<file path="config.mk">
export PLATFORM = sky130hd
export DESIGN_NAME = swfc_engine
export DESIGN_NICKNAME = d
export VERILOG_FILES = /design/src/rtl/swfc_pkg.sv /design/src/rtl/swfc_rx_match.sv /design/src/rtl/swfc_tx_req.sv /design/src/rtl/swfc_engine.sv
export SDC_FILE = /design/constraint.sdc
export NUM_CORES = 1
export LEC_CHECK = 0
export ABC_AREA = 1
export BUFFER_PORTS_ARGS = -buffer_cell sky130_fd_sc_hd__buf_2
export CAP_MARGIN = 10
export CORE_MARGIN = 1
export CORE_UTILIZATION = 44
export CTS_BUF_LIST = sky130_fd_sc_hd__clkbuf_4
export DETAILED_ROUTE_END_ITERATION = 10
export PLACE_DENSITY = 0.73
export SLEW_MARGIN = 20
export SYNTH_ARGS = -nofsm -noshare
export SYNTH_HDL_FRONTEND = slang
export SYNTH_SLANG_ARGS = --single-unit
</file>
<file path="constraint.sdc">
create_clock -name clk -period 1.65 [get_ports clk]
set_input_delay 0.2475 -clock clk [delete_from_list [all_inputs] [get_ports clk]]
set_output_delay 0.2475 -clock clk [all_outputs]
set_load 0.02 [all_outputs]
</file>
<file path="src/rtl/swfc_pkg.sv">
package swfc_pkg;

    // Mode field shared by the transmit and receive sides
    typedef enum logic [1:0] {
        FC_OFF  = 2'b00,
        FC_SETA = 2'b01,
        FC_SETB = 2'b10,
        FC_PAIR = 2'b11
    } fc_mode_e;

    // Pending insertion request
    typedef enum logic [1:0] {
        INS_NONE = 2'b00,
        INS_XON  = 2'b01,
        INS_XOFF = 2'b10
    } ins_kind_e;

    // Selects the a or b character of a set for the given mode and pair position
    function automatic logic pick_b(fc_mode_e m, logic second);
        return (m == FC_SETB) || ((m == FC_PAIR) && second);
    endfunction

endpackage

</file>
<file path="src/rtl/swfc_rx_match.sv">
module swfc_rx_match
    import swfc_pkg::*;
#(
    parameter int CHAR_W = 8
) (
    input  logic              clk,
    input  logic              rst,
    input  fc_mode_e          mode,
    input  logic              any_resumes,
    input  logic [CHAR_W-1:0] on_a,
    input  logic [CHAR_W-1:0] on_b,
    input  logic [CHAR_W-1:0] off_a,
    input  logic [CHAR_W-1:0] off_b,
    input  logic              valid,
    input  logic [CHAR_W-1:0] data,
    output logic              paused,
    output logic              partial
);

    logic seen_on;
    logic seen_off;

    // Single-character comparison set
    logic [CHAR_W-1:0] sel_on;
    logic [CHAR_W-1:0] sel_off;
    always_comb begin
        sel_on  = pick_b(mode, 1'b0) ? on_b  : on_a;
        sel_off = pick_b(mode, 1'b0) ? off_b : off_a;
    end

    logic hit_on;
    logic hit_off;
    logic done_on;
    logic done_off;
    logic first_on;
    logic first_off;
    always_comb begin
        hit_on    = (data == sel_on);
        hit_off   = (data == sel_off) && !hit_on;
        done_on   = seen_on && (data == on_b);
        done_off  = seen_off && (data == off_b) && !done_on;
        first_on  = (data == on_a);
        first_off = (data == off_a) && !first_on;
    end

    always_ff @(posedge clk) begin
        if (rst || mode == FC_OFF) begin
            paused   <= 1'b0;
            seen_on  <= 1'b0;
            seen_off <= 1'b0;
        end else if (valid) begin
            if (mode != FC_PAIR) begin
                seen_on  <= 1'b0;
                seen_off <= 1'b0;
                if (hit_on)
                    paused <= 1'b0;
                else if (hit_off)
                    paused <= 1'b1;
                else if (any_resumes)
                    paused <= 1'b0;
            end else begin
                if (done_on) begin
                    paused   <= 1'b0;
                    seen_on  <= 1'b0;
                    seen_off <= 1'b0;
                end else if (done_off) begin
                    paused   <= 1'b1;
                    seen_on  <= 1'b0;
                    seen_off <= 1'b0;
                end else begin
                    seen_on  <= first_on;
                    seen_off <= first_off;
                    if (any_resumes)
                        paused <= 1'b0;
                end
            end
        end
    end

    assign partial = seen_on | seen_off;

endmodule

</file>
<file path="src/rtl/swfc_tx_req.sv">
module swfc_tx_req
    import swfc_pkg::*;
#(
    parameter int CNT_W = 9
) (
    input  logic             clk,
    input  logic             rst,
    input  fc_mode_e         mode,
    input  logic [CNT_W-1:0] fill,
    input  logic [CNT_W-1:0] hi,
    input  logic [CNT_W-1:0] lo,
    input  logic             ack,
    output ins_kind_e        kind,
    output logic             second,
    output logic             sent
);

    logic want_off;
    logic want_on;
    always_comb begin
        want_off = !sent && (fill > hi);
        want_on  = sent && (fill <= lo);
    end

    always_ff @(posedge clk) begin
        if (rst || mode == FC_OFF) begin
            kind   <= INS_NONE;
            second <= 1'b0;
            sent   <= 1'b0;
        end else if (kind != INS_NONE) begin
            if (ack) begin
                if (mode == FC_PAIR && !second) begin
                    second <= 1'b1;
                end else begin
                    second <= 1'b0;
                    kind   <= INS_NONE;
                end
            end
        end else if (want_off) begin
            kind <= INS_XOFF;
            sent <= 1'b1;
        end else if (want_on) begin
            kind <= INS_XON;
            sent <= 1'b0;
        end
    end

endmodule

</file>
<file path="src/rtl/swfc_engine.sv">
module swfc_engine
    import swfc_pkg::*;
#(
    parameter int CHAR_W = 8,
    parameter int CNT_W  = 9
) (
    input  logic              clk,
    input  logic              rst,
    input  logic [1:0]        tx_mode,
    input  logic [1:0]        rx_mode,
    input  logic              xon_any,
    input  logic [CHAR_W-1:0] xon_a,
    input  logic [CHAR_W-1:0] xon_b,
    input  logic [CHAR_W-1:0] xoff_a,
    input  logic [CHAR_W-1:0] xoff_b,
    input  logic              rx_valid,
    input  logic [CHAR_W-1:0] rx_data,
    input  logic [CNT_W-1:0]  fill_level,
    input  logic [CNT_W-1:0]  hi_mark,
    input  logic [CNT_W-1:0]  lo_mark,
    input  logic              ins_ack,
    output logic              ins_xon_req,
    output logic              ins_xoff_req,
    output logic [CHAR_W-1:0] ins_char,
    output logic              tx_allow,
    output logic              xoff_sent,
    output logic              seq_pending
);

    fc_mode_e  txm;
    fc_mode_e  rxm;
    ins_kind_e kind;
    logic      second;
    logic      paused;

    assign txm = fc_mode_e'(tx_mode);
    assign rxm = fc_mode_e'(rx_mode);

    swfc_tx_req #(.CNT_W(CNT_W)) u_tx (
        .clk    (clk),
        .rst    (rst),
        .mode   (txm),
        .fill   (fill_level),
        .hi     (hi_mark),
        .lo     (lo_mark),
        .ack    (ins_ack),
        .kind   (kind),
        .second (second),
        .sent   (xoff_sent)
    );

    swfc_rx_match #(.CHAR_W(CHAR_W)) u_rx (
        .clk         (clk),
        .rst         (rst),
        .mode        (rxm),
        .any_resumes (xon_any),
        .on_a        (xon_a),
        .on_b        (xon_b),
        .off_a       (xoff_a),
        .off_b       (xoff_b),
        .valid       (rx_valid),
        .data        (rx_data),
        .paused      (paused),
        .partial     (seq_pending)
    );

    always_comb begin
        ins_xon_req  = (kind == INS_XON);
        ins_xoff_req = (kind == INS_XOFF);
        unique case (kind)
            INS_XON:  ins_char = pick_b(txm, second) ? xon_b : xon_a;
            INS_XOFF: ins_char = pick_b(txm, second) ? xoff_b : xoff_a;
            default:  ins_char = '0;
        endcase
        tx_allow = !paused;
    end

endmodule

</file>
==> key figures <==
Run status
  • Outcome: finished with violations
  • Failing checks: negative setup slack

Drt
  • TritonRoute pass-1 iters: 5
  • Number of DRC markers in iteration 0: between 200 and 250
  • DRC: 0
  • Vias: 2,994
  • Drt wl/cell: roughly 12 um
  • Antenna Violating Nets Remaining: 0
  • Post-Route WL: around 7300 um
  • Via-to-Cell Ratio: 5.083

Layout
  • Layout area overhead: 31.79%
  • Layout cell share with drive strength beyond 1: approximately a quarter
  • Fillers: ~520
  • Nets@finish: 620
  • Antenna diode count: 0

Pwr
  • Pwr Total: between 1 and 1.5 mW
  • Leakage: approximately 1.7 nW
  • Worst VDD drop: about 370 uV
  • Cell Pwr Density: ~380 nW/um^2

Worst setup path
  • Critical Path Source Type: flip-flop
  • WS Path Type: flip-flop to output port
  • Crit. End Element: output port
  • Worst path required time: 1400 ps
  • Arrival time worst endpoint: around 1500 ps
  • CP max FO: 16

STA
  • Final min period: 1746 ps
  • Final slew viol count: 0
  • Setup WS post-layout: -95.94 ps
  • Setup tns final: -692.5 ps
  • # setup viols final: 8
  • Hold Vio Cnt, Final: 0
  • Rel. slew slack: between 70 and 80%
  • Fin crit share: 105.8%
  • WHS: between 200 and 300 ps
  • Fmax: between 500 and 600 MHz
  • Worst Skew: 0.1212 ps
  • RSZ-0062 raised after global routing: yes
  • Worst-margin pin slew: approximately 330 ps

Place
  • Number of port buffers: about 90
  • Pre-CTS WS: ~3.1 ps
  • Hpwl dp: 5604 um
  • Routability Congestion: 0.8997

Global route
  • Total grt overflow: 0
  • First-pass GRT wire length: approximately 12,000 um
  • Vias in the first global route: about 2,600
  • GRT Overall Usage: 27.03%
  • Largest net degree at the start of global routing: 29
  • Initial antenna violation count: 0

Floorplan
  • Num ports: 89
  • Die height: around 74 um
  • Std-Cell Rows: 25
  • Die area: 5526 um^2
  • Initial core utilization: between 40% and 50%
  • Core footprint: 4880 um^2
  • Width of the die: 74.34 um

Yosys
  • Syn. warnings: 0
  • Synth Area per Inst: ~5.3 um^2
  • Syn_nets: roughly 530
  • Yosys reg bits: 7
  • Sequential-to-total area share from yosys stat: 6.087%
  • Cell count after synthesis: approximately 430
  • Post-synth cell types: 33
  • Netlist Area Pre-Place: between 2000 and 2500 um^2

CTS
  • Root buffer cell: clkbuf_4
  • Worst skew pair latency: 250 ps
  • Longest Clk Path Bufs: 2
  • Clk sinks: 7
  • Clock transition at path regs: around 60 ps
  • Clock tree from TritonCTS: done
  • Hold buffer count at CTS: 0
  • Num CTS Buffers: 3
  • CTS H-tree lvls: 1

Min path
  • Worst min-delay path class: input pin to flip-flop

Run
  • Max-cap violations: 0
state kept, by name (all words and copies together), names as in the netlist:
register	count
u_tx.kind	2
u_rx.paused	1
u_rx.seen_off	1
u_tx.second	1
u_tx.sent	1
u_rx.seen_on	1
stage by stage:
step | util [%] | std cells | instance area (um^2)
6_report | 62.18 | 589 | 3034
3_5_place_dp | 57.46 | 581 | 2804
5_1_grt | 62.18 | 589 | 3034
4_1_cts | 62.10 | 589 | 3030
2_1_floorplan | - | 434 | 2302
3_3_place_gp | 57.46 | 581 | 2804
path summary, 6_finish.rpt:
check	start	to	slack, ps	cells after the start
min	rst	u_rx.seen_on	280	4
max reg2reg	u_rx.seen_off	u_rx.paused	460	10
max	u_tx.second	ins_char[7]	-100	7
min reg2reg	u_tx.kind[1]	u_tx.kind[1]	480	2
cells by family (layout without fill, tap and decap cells):
kind of cell | Yosys count | in the layout | synth area share, %
DFF | 7 | 7 | 6.087
buffers and inverters | 86 | 174 | 15.43
adders and majority gates | 21 | 21 | 11.41
xor gates and xnor gates | 14 | 14 | 5.326
AOI/OAI and AO/OA | 72 | 72 | 18.37
and+or+nand+nor | 234 | 234 | 43.37
repair_timing:
item	in CTS	in global routing
setup endpoints to repair	8	8
resized for setup	38	7
cloned	2	0
setup buffers	2	0
pin swaps	16	0
metal layers:
layer	global-route usage, %	routed length, um
met5	0	0
met3	5.149	593
met2	42.73	3204
met1	37.57	3422
met4	7.128	91
layout by cell type, fill, tap and decap left out, types with 4 or more instances in the layout:
| master | instances |
|---|---|
| inv_1 | 71 |
| ha_1 | 19 |
| nor2_1 | 30 |
| nand3_1 | 29 |
| a21oi_1 | 17 |
| buf_2 | 80 |
| o21ai_1 | 6 |
| xnor2_1 | 8 |
| nor3_1 | 4 |
| nand4_1 | 9 |
| xor2_1 | 6 |
| o21ai_0 | 14 |
| buf_6 | 8 |
| dfxtp_1 | 4 |
| or2_2 | 5 |
| o211ai_1 | 9 |
| nand2_1 | 147 |
| a21oi_2 | 12 |
| o21a_1 | 7 |
| clkbuf_4 | 4 |
| inv_2 | 4 |
report_power, final:
group	switching [mW]	internal (mW)
Clock	0.0723	0.109
Sequential	0.00913	0.181
Combinational	0.457	0.327
critical path: stages, from the launching register on:
cell and delay (ps):
dfxtp_2 330, inv_2 50, a21boi_4 190, buf_12 170, o21ai_1 60, a21oi_1 110, o21a_1 190, buf_6 130
cell type report:
| class | instances | area (um^2) | area share, % |
|---|---|---|---|
| Timing Repair Buffer | 95 | 620.6 | 20.45 |
| Sequential cell | 7 | 143.9 | 4.742 |
| Clock buffer | 4 | 30.03 | 0.9897 |
| Inverter | 75 | 281.5 | 9.278 |
| Multi-Input combinational cell | 341 | 1874 | 61.77 |
| Tap cell | 67 | 83.83 | 2.763 |
cell usage after synthesis:
| cell | number | area (um^2) |
|---|---|---|
| nor2_1 | 30 | 112.6 |
| nor3_1 | 4 | 20.02 |
| o211ai_1 | 9 | 67.56 |
| nand2_4 | 2 | 22.52 |
| buf_1 | 1 | 3.750 |
| buf_12 | 1 | 20.02 |
| nor2_4 | 1 | 11.26 |
| a21oi_1 | 28 | 140.1 |
| o22ai_1 | 2 | 12.51 |
| nand2_1 | 147 | 551.8 |
| clkbuf_1 | 3 | 11.26 |
| o21ai_2 | 3 | 26.28 |
| or2_2 | 5 | 31.28 |
| nand3b_1 | 2 | 15.01 |
| xor2_1 | 6 | 52.55 |
| nor3b_1 | 1 | 7.510 |
| nand2_2 | 3 | 18.77 |
| inv_1 | 74 | 277.8 |
| a21oi_2 | 1 | 8.760 |
| o21a_1 | 7 | 52.55 |
| buf_2 | 4 | 20.02 |
| and3_1 | 1 | 6.260 |
| xnor2_1 | 8 | 70.07 |
| inv_2 | 1 | 3.750 |
| nand4_1 | 9 | 56.30 |
| buf_4 | 1 | 7.510 |
| o21ai_0 | 20 | 100.1 |
| a21boi_1 | 1 | 7.510 |
| dfxtp_1 | 7 | 140.1 |
| nand3_1 | 29 | 145.1 |
| buf_6 | 1 | 11.26 |
| a21o_1 | 1 | 7.510 |
| ha_1 | 21 | 262.8 |
(Power assumes the default switching activity.)
